File: src/rtl/tmr_regif_pkg.sv
package tmr_regif_pkg;
  localparam int NUM_CH = 3;
  localparam int BYTE_W = 8;
  localparam int CNT_W  = 2 * BYTE_W;
  localparam int MODE_W = 3;
  localparam int ADDR_W = 2;
  localparam logic [ADDR_W-1:0] CTL_ADDR = ADDR_W'(NUM_CH);

  typedef enum logic [1:0] {
    ACC_NONE = 2'd0,
    ACC_LO   = 2'd1,
    ACC_HI   = 2'd2,
    ACC_WORD = 2'd3
  } acc_e;

  // control -> datapath strobes for one channel
  typedef struct packed {
    logic doProg;
    logic latchCnt;
    logic latchSts;
    logic wrByte;
    logic rdByte;
  } chStrobe_t;

  // codes 6 and 7 fold onto 2 and 3
  function automatic logic [MODE_W-1:0] foldMode(input logic [MODE_W-1:0] raw);
    if (raw[2] && raw[1]) return {1'b0, raw[1:0]};
    return raw;
  endfunction
endpackage

File: src/rtl/tmr_regif_ctrl.sv
module tmr_regif_ctrl
  import tmr_regif_pkg::*;
(
  input  logic                           clk,
  input  logic                           rstN,
  input  logic                           busWr,
  input  logic                           busRd,
  input  logic [ADDR_W-1:0]              busAddr,
  input  logic [BYTE_W-1:0]              busWrData,
  output chStrobe_t [NUM_CH-1:0]         strb,
  output acc_e                           cfgAcc,
  output logic [MODE_W-1:0]              cfgMode,
  output logic                           cfgBcd
);
  logic       ctlWr;
  logic [1:0] selField;
  logic       rbCmd;
  acc_e       accField;
  logic [NUM_CH-1:0] progVec;

  assign ctlWr    = busWr && (busAddr == CTL_ADDR);
  assign selField = busWrData[7:6];
  assign rbCmd    = (selField == 2'd3);
  assign accField = acc_e'(busWrData[5:4]);

  assign cfgAcc  = accField;
  assign cfgMode = foldMode(busWrData[3:1]);
  assign cfgBcd  = busWrData[0];

  for (genvar i = 0; i < NUM_CH; i++) begin : g_strb
    logic      hit;
    logic      rbSel;
    chStrobe_t s;
    assign hit   = !rbCmd && (selField == 2'(i));
    assign rbSel = rbCmd && busWrData[1+i];
    always_comb begin
      s.doProg   = ctlWr && hit && (accField != ACC_NONE);
      s.latchCnt = ctlWr && ((hit && (accField == ACC_NONE)) || (rbSel && !busWrData[5]));
      s.latchSts = ctlWr && rbSel && !busWrData[4];
      s.wrByte   = busWr && (busAddr == ADDR_W'(i));
      s.rdByte   = busRd && (busAddr == ADDR_W'(i));
    end
    assign strb[i]    = s;
    assign progVec[i] = s.doProg;
  end

  // a control word programs at most one channel
  assert_single_prog_R1: assert property (@(posedge clk) disable iff (!rstN)
    $onehot0(progVec));

  // host never issues a read and a write together (input assumption)
  assert_bus_exclusive_R1: assert property (@(posedge clk) disable iff (!rstN)
    !(busWr && busRd));
endmodule

File: src/rtl/tmr_regif_chan.sv
module tmr_regif_chan
  import tmr_regif_pkg::*;
(
  input  logic              clk,
  input  logic              rstN,
  input  chStrobe_t         strb,
  input  acc_e              cfgAcc,
  input  logic [MODE_W-1:0] cfgMode,
  input  logic              cfgBcd,
  input  logic [BYTE_W-1:0] busWrData,
  input  logic [CNT_W-1:0]  liveCount,
  input  logic              outLvl,
  output logic [BYTE_W-1:0] rdByte,
  output logic              load,
  output logic [CNT_W-1:0]  loadValue,
  output logic [MODE_W-1:0] mode,
  output logic              bcd
);
  acc_e              acc;
  logic              wrHigh;
  logic              rdHigh;
  logic [BYTE_W-1:0] wrHold;
  acc_e              cntLatState;
  logic [CNT_W-1:0]  cntLat;
  logic              stsValid;
  logic [BYTE_W-1:0] stsByte;
  logic [BYTE_W-1:0] statusNow;

  assign statusNow = {outLvl, 1'b0, acc, mode, bcd};

  always_ff @(posedge clk or negedge rstN) begin
    if (!rstN) begin
      acc         <= ACC_WORD;
      mode        <= '0;
      bcd         <= 1'b0;
      wrHigh      <= 1'b0;
      rdHigh      <= 1'b0;
      wrHold      <= '0;
      cntLatState <= ACC_NONE;
      cntLat      <= '0;
      stsValid    <= 1'b0;
      stsByte     <= '0;
      load        <= 1'b0;
      loadValue   <= '0;
    end else begin
      load <= 1'b0;
      if (strb.doProg) begin
        acc    <= cfgAcc;
        mode   <= cfgMode;
        bcd    <= cfgBcd;
        wrHigh <= 1'b0;
        rdHigh <= 1'b0;
      end
      if (strb.latchCnt && (cntLatState == ACC_NONE)) begin
        cntLat      <= liveCount;
        cntLatState <= acc;
      end
      if (strb.latchSts && !stsValid) begin
        stsByte  <= statusNow;
        stsValid <= 1'b1;
      end
      if (strb.wrByte) begin
        case (acc)
          ACC_LO: begin
            loadValue <= {{BYTE_W{1'b0}}, busWrData};
            load      <= 1'b1;
          end
          ACC_HI: begin
            loadValue <= {busWrData, {BYTE_W{1'b0}}};
            load      <= 1'b1;
          end
          ACC_WORD: begin
            if (!wrHigh) begin
              wrHold <= busWrData;
              wrHigh <= 1'b1;
            end else begin
              loadValue <= {busWrData, wrHold};
              load      <= 1'b1;
              wrHigh    <= 1'b0;
            end
          end
          default: ;
        endcase
      end
      if (strb.rdByte) begin
        if (stsValid) begin
          stsValid <= 1'b0;
        end else if (cntLatState != ACC_NONE) begin
          cntLatState <= (cntLatState == ACC_WORD) ? ACC_HI : ACC_NONE;
        end else if (acc == ACC_WORD) begin
          rdHigh <= !rdHigh;
        end
      end
    end
  end

  always_comb begin
    rdByte = liveCount[BYTE_W-1:0];
    if (stsValid) begin
      rdByte = stsByte;
    end else if (cntLatState != ACC_NONE) begin
      rdByte = (cntLatState == ACC_HI) ? cntLat[CNT_W-1:BYTE_W] : cntLat[BYTE_W-1:0];
    end else begin
      case (acc)
        ACC_HI:   rdByte = liveCount[CNT_W-1:BYTE_W];
        ACC_WORD: rdByte = rdHigh ? liveCount[CNT_W-1:BYTE_W] : liveCount[BYTE_W-1:0];
        default:  rdByte = liveCount[BYTE_W-1:0];
      endcase
    end
  end

  // a load pulse only follows a data port write
  assert_load_after_write_R3: assert property (@(posedge clk) disable iff (!rstN)
    load |-> $past(strb.wrByte));

  // the first byte of a word write never loads
  assert_word_low_no_load_R5: assert property (@(posedge clk) disable iff (!rstN)
    (strb.wrByte && acc == ACC_WORD && !wrHigh) |=> !load);

  // stored mode never holds an unfolded code
  assert_mode_folded_R2: assert property (@(posedge clk) disable iff (!rstN)
    mode <= 3'd5);

  // access code is never the snapshot code
  assert_acc_valid_R1: assert property (@(posedge clk) disable iff (!rstN)
    acc != ACC_NONE);

  // a pending count snapshot is not overwritten
  assert_cnt_latch_held_R7: assert property (@(posedge clk) disable iff (!rstN)
    (strb.latchCnt && cntLatState != ACC_NONE) |=> $stable(cntLat));

  // a pending status snapshot is not overwritten
  assert_sts_latch_held_R7: assert property (@(posedge clk) disable iff (!rstN)
    (strb.latchSts && stsValid) |=> $stable(stsByte));

  // reading a pending status releases it and keeps the count snapshot
  assert_sts_first_R10: assert property (@(posedge clk) disable iff (!rstN)
    (strb.rdByte && stsValid) |=> (!stsValid && $stable(cntLatState)));
endmodule

File: src/rtl/tmr_regif.sv
module tmr_regif
  import tmr_regif_pkg::*;
(
  input  logic                       clk,
  input  logic                       rstN,
  input  logic                       busWr,
  input  logic                       busRd,
  input  logic [1:0]                 busAddr,
  input  logic [7:0]                 busWrData,
  output logic [7:0]                 busRdData,
  output logic [2:0]                 chLoad,
  output logic [47:0]                chLoadValue,
  output logic [8:0]                 chMode,
  output logic [2:0]                 chBcd,
  input  logic [47:0]                chLiveCount,
  input  logic [2:0]                 chOut
);
  chStrobe_t [NUM_CH-1:0] strb;
  acc_e                   cfgAcc;
  logic [MODE_W-1:0]      cfgMode;
  logic                   cfgBcd;
  logic [BYTE_W-1:0]      chRd [NUM_CH];

  tmr_regif_ctrl u_ctrl (
    .clk       (clk),
    .rstN      (rstN),
    .busWr     (busWr),
    .busRd     (busRd),
    .busAddr   (busAddr),
    .busWrData (busWrData),
    .strb      (strb),
    .cfgAcc    (cfgAcc),
    .cfgMode   (cfgMode),
    .cfgBcd    (cfgBcd)
  );

  for (genvar i = 0; i < NUM_CH; i++) begin : g_chan
    tmr_regif_chan u_chan (
      .clk       (clk),
      .rstN      (rstN),
      .strb      (strb[i]),
      .cfgAcc    (cfgAcc),
      .cfgMode   (cfgMode),
      .cfgBcd    (cfgBcd),
      .busWrData (busWrData),
      .liveCount (chLiveCount[i*CNT_W +: CNT_W]),
      .outLvl    (chOut[i]),
      .rdByte    (chRd[i]),
      .load      (chLoad[i]),
      .loadValue (chLoadValue[i*CNT_W +: CNT_W]),
      .mode      (chMode[i*MODE_W +: MODE_W]),
      .bcd       (chBcd[i])
    );
  end

  always_comb begin
    busRdData = '0;
    for (int i = 0; i < NUM_CH; i++) begin
      if (busAddr == ADDR_W'(i)) busRdData = chRd[i];
    end
  end

  // the control address reads as zero
  assert_ctl_read_zero_R12: assert property (@(posedge clk) disable iff (!rstN)
    (busRd && busAddr == CTL_ADDR) |-> (busRdData == '0));

  // no load strobe in the first cycle after reset
  assert_reset_quiet_R13: assert property (@(posedge clk) disable iff (!rstN)
    $rose(rstN) |-> (chLoad == '0));
endmodule

File: config.mk
export PLATFORM = sky130hd
export DESIGN_NAME = tmr_regif
export DESIGN_NICKNAME = d
export VERILOG_FILES = /design/src/rtl/tmr_regif_pkg.sv /design/src/rtl/tmr_regif_ctrl.sv /design/src/rtl/tmr_regif_chan.sv /design/src/rtl/tmr_regif.sv
export SDC_FILE = /design/constraint.sdc
export NUM_CORES = 1
export LEC_CHECK = 0
export BUFFER_PORTS_ARGS = -buffer_cell sky130_fd_sc_hd__buf_2
export CORE_MARGIN = 2
export CORE_UTILIZATION = 45
export DETAILED_ROUTE_END_ITERATION = 8
export PLACE_DENSITY = 0.7
export SLEW_MARGIN = 25
export SYNTH_ARGS = -nofsm -noshare
export SYNTH_HDL_FRONTEND = slang
export SYNTH_SLANG_ARGS = --single-unit
File: constraint.sdc
create_clock -name clk -period 3.3 [get_ports clk]
set_clock_uncertainty 0.2 [all_clocks]
set_input_delay 0.33 -clock clk [delete_from_list [all_inputs] [get_ports clk]]
set_output_delay 0.33 -clock clk [all_outputs]
set_load 0.005 [all_outputs]
==> impl_metrics.env <==
export IMPL_power_density_nw_per_um2=687
export IMPL_synth_nets=886
export IMPL_via_count=7007
export IMPL_path_class="reg -> out"
export IMPL_ios=136
export IMPL_multi_input_area_um2=4200
export IMPL_die_area_um2=21000
export IMPL_hp_start="busRd"
export IMPL_cts_buffers=17
export IMPL_hp_class="in -> reg"
export IMPL_layout_drive_gt1_share_pct=35.9
export IMPL_cts_path_max_buffers=2
export IMPL_hold_viol=0
export IMPL_grt_pass1_vias=7004
export IMPL_ys_ff_latch=177
export IMPL_antenna_found_initial=1
export IMPL_coreArea_um2=19500
export IMPL_clock_fmax_ghz=0.320
export IMPL_maxSlewHeadroom_pct=31.2
export IMPL_drtAntennaViolNets=0
export IMPL_area_growth_pct=22.7
export IMPL_initial_utilization_pct=45.9
export IMPL_syn_inst=812
export IMPL_irDropWorstVdd_v=0.000377
export IMPL_gr_total_overflow=0
export IMPL_syn_cell_area_um2=8930
export IMPL_cts_setup_buffers=0
export IMPL_avgSynthCellArea_um2=11.0
export IMPL_layout_nets=1049
export IMPL_grt_setup_unrepaired="false"
export IMPL_synth_edf_count=0
export IMPL_synthArstFlopShare_pct=100
export IMPL_via_per_inst=5.60
export IMPL_clock_sinks=177
export IMPL_fin_tns_setup_ns=0
export IMPL_synth_ff_type="dfrtp_1"
export IMPL_finish_instance_area_um2=11000
export IMPL_max_slew_worst_pin_slew_ns=1.03
export IMPL_rr_startpoint="g_chan[1].u_chan.acc[1]"
export IMPL_dpl_hpwl_mm=16.3
export IMPL_routabilityCongestion=0.849
export IMPL_ys_seq_area_share_pct=49.7
export IMPL_dpl_instance_area_um2=9820
export IMPL_diodes=0
export IMPL_worstSetupStartpoint="g_chan[2].u_chan.cntLatState[0]"
export IMPL_drv_cap=0
export IMPL_place_ws_ns=0.520
export IMPL_yosysTopAreaCellShare_pct=47.9
export IMPL_grt_usage_pct=24.0
export IMPL_cts_tree="yes"
export IMPL_die_w_um=145
export IMPL_status="complete, no violations"
export IMPL_fin_crit_sh_pct=94.7
export IMPL_synth_top_cell_by_area="dfrtp_1"
export IMPL_routed_wl_mm=24.4
export IMPL_arrival_ns=2.60
export IMPL_critPathMaxFanout=21
export IMPL_grt_max_degree=73
export IMPL_end_kind="primary output"
export IMPL_cts_max_level=4
export IMPL_rows=51
export IMPL_wl_per_cell_um=19.5
export IMPL_n_fill_cell=1671
export IMPL_p_leak_nw=5.02
export IMPL_start_kind="flip-flop"
export IMPL_ys_types=52
export IMPL_setup_viol=0
export IMPL_root_buffer="clkbuf_16"
export IMPL_finalMaxSlewViolations=0
export IMPL_fin_crit_ns=3.13
export IMPL_required_ns=2.77
export IMPL_synth_area_leaders="dfrtp_1, mux2_2, nand2_1"
export IMPL_grt_pass1_wl_mm=38.2
export IMPL_regArea_um2=4440
export IMPL_die_h_um=145
export IMPL_dr_pass1_iters=4
export IMPL_synth_warnings=0
export IMPL_drc=0
export IMPL_fin_ws_ns=0.174
export IMPL_initialDrtViolationCount=377
export IMPL_cts_reportedPaths_clkPinSlew_ns=0.07
export IMPL_insertion_delay_ns=0.43
export IMPL_port_buffers=135
-- per-layer routing --
metal / global-route usage (%) / vias up / share of wire (%)
met5: 0 / - / 0.053
met4: 8.07 / 2 / 1.9
met3: 5.96 / 31 / 6.5
met2: 37.3 / 225 / 47
met1: 32.8 / 3496 / 45
li1: - / 3253 / -
-- metrics by stage --
| stage | hold WS, ns | cells | utilization [%] | total power (W) |
|---|---|---|---|---|
| 2_1_floorplan | -0.166 | 812 | - | 0.00458 |
| 3_3_place_gp | 0.186 | 1169 | 50.5 | 0.00538 |
| 3_5_place_dp | 0.193 | 1169 | 50.5 | 0.00545 |
| 4_1_cts | 0.0539 | 1252 | 56.2 | 0.00755 |
| 5_1_grt | 0.0738 | 1252 | 56.3 | 0.00798 |
| 6_report | 0.0773 | 1252 | 56.3 | 0.00753 |
-- registers in the layout, summed over array words and instances, names as in the netlist, 6 cells and up --
register / cells
g_chan.u_chan.wrHold: 24
g_chan.u_chan.loadValue: 48
g_chan.u_chan.mode: 9
g_chan.u_chan.acc: 6
g_chan.u_chan.cntLatState: 6
g_chan.u_chan.stsByte: 21
g_chan.u_chan.cntLat: 48
-- power breakdown --
group	total (W)	internal, W	leakage [nW]	switching [W]
sequential	0.00334	0.00286	2.23	0.000480
combinational	0.00215	0.00109	2.52	0.00105
clock	0.00204	0.00115	0.274	0.000896
-- worst max-delay path, stage by stage, from the launching register on --
cell	delay (ns)
dfrtp_1	0.62
nor3_1	0.86
a211oi_1	0.28
a31oi_1	0.26
buf_2	0.15
-- worst paths after layout --
| kind | endpoint | slack, ns | depth (start not counted) |
|---|---|---|---|
| max in group asynchronous | g_chan[2].u_chan.loadValue[11] | 1.72 | 3 |
| setup / recovery | busRdData[7] | 0.17 | 4 |
| hold reg to reg | g_chan[2].u_chan.loadValue[12] | 0.26 | 2 |
| min in group asynchronous | g_chan[2].u_chan.stsByte[1] | 0.27 | 2 |
| hold / removal | g_chan[0].u_chan.stsValid | 0.08 | 3 |
| setup reg to reg | g_chan[1].u_chan.wrHold[5] | 0.69 | 5 |
-- cells in the final DEF (no fill, tap or decap), types with 14 or more instances in the layout --
master	n
a21oi_1	18
a221o_1	15
a221oi_1	34
a31oi_1	14
and2_1	14
buf_2	134
buf_4	19
clkbuf_16	17
dfrtp_1	171
dlygate4sd3_1	52
mux2_2	120
nand2_1	95
nand3_1	28
nand3b_1	20
nor2_1	58
nor2b_1	17
o21ai_0	21
or2_2	15
-- cells by family (layout without fill, tap and decap cells) --
| logic type | Yosys count | after routing | synth area share, % |
|---|---|---|---|
| and+or+nand+nor | 277 | 277 | 16.0 |
| muxes | 133 | 133 | 17.0 |
| AOI/OAI and AO/OA | 144 | 144 | 12.4 |
| buffers and inverters | 72 | 247 | 3.56 |
| DFF | 177 | 177 | 49.7 |
| adders and majority gates | 9 | 9 | 1.26 |
-- repair_timing --
item | in CTS | in global routing
endpoints found under the hold margin | 116 | 0
gates resized for setup | 0 | 5
hold buffers | 52 | 0
endpoints found under the setup margin | 0 | 8
-- cells in the mapped netlist, types with 9 or more instances --
| cell type | number |
|---|---|
| a221o_1 | 15 |
| a21oi_1 | 18 |
| inv_1 | 9 |
| o21ai_0 | 21 |
| and2_1 | 14 |
| clkbuf_1 | 44 |
| nor2b_1 | 17 |
| a31oi_1 | 14 |
| nand3_1 | 28 |
| nand2_1 | 95 |
| ha_1 | 9 |
| nor2_1 | 61 |
| mux2_2 | 120 |
| a221oi_1 | 34 |
| a21o_1 | 11 |
| nand3b_1 | 20 |
| dfrtp_1 | 171 |
| or2_2 | 15 |
-- final cells by class --
class	count	share of cell area [%]
clock buffer	18	4.01
multi-input combinational	563	38.3
sequential	177	40.5
tap	265	3.03
clock inverter	13	1.39
timing repair buffer	207	12.5
inverter	9	0.308
Power figures use the tool's default switching activity.
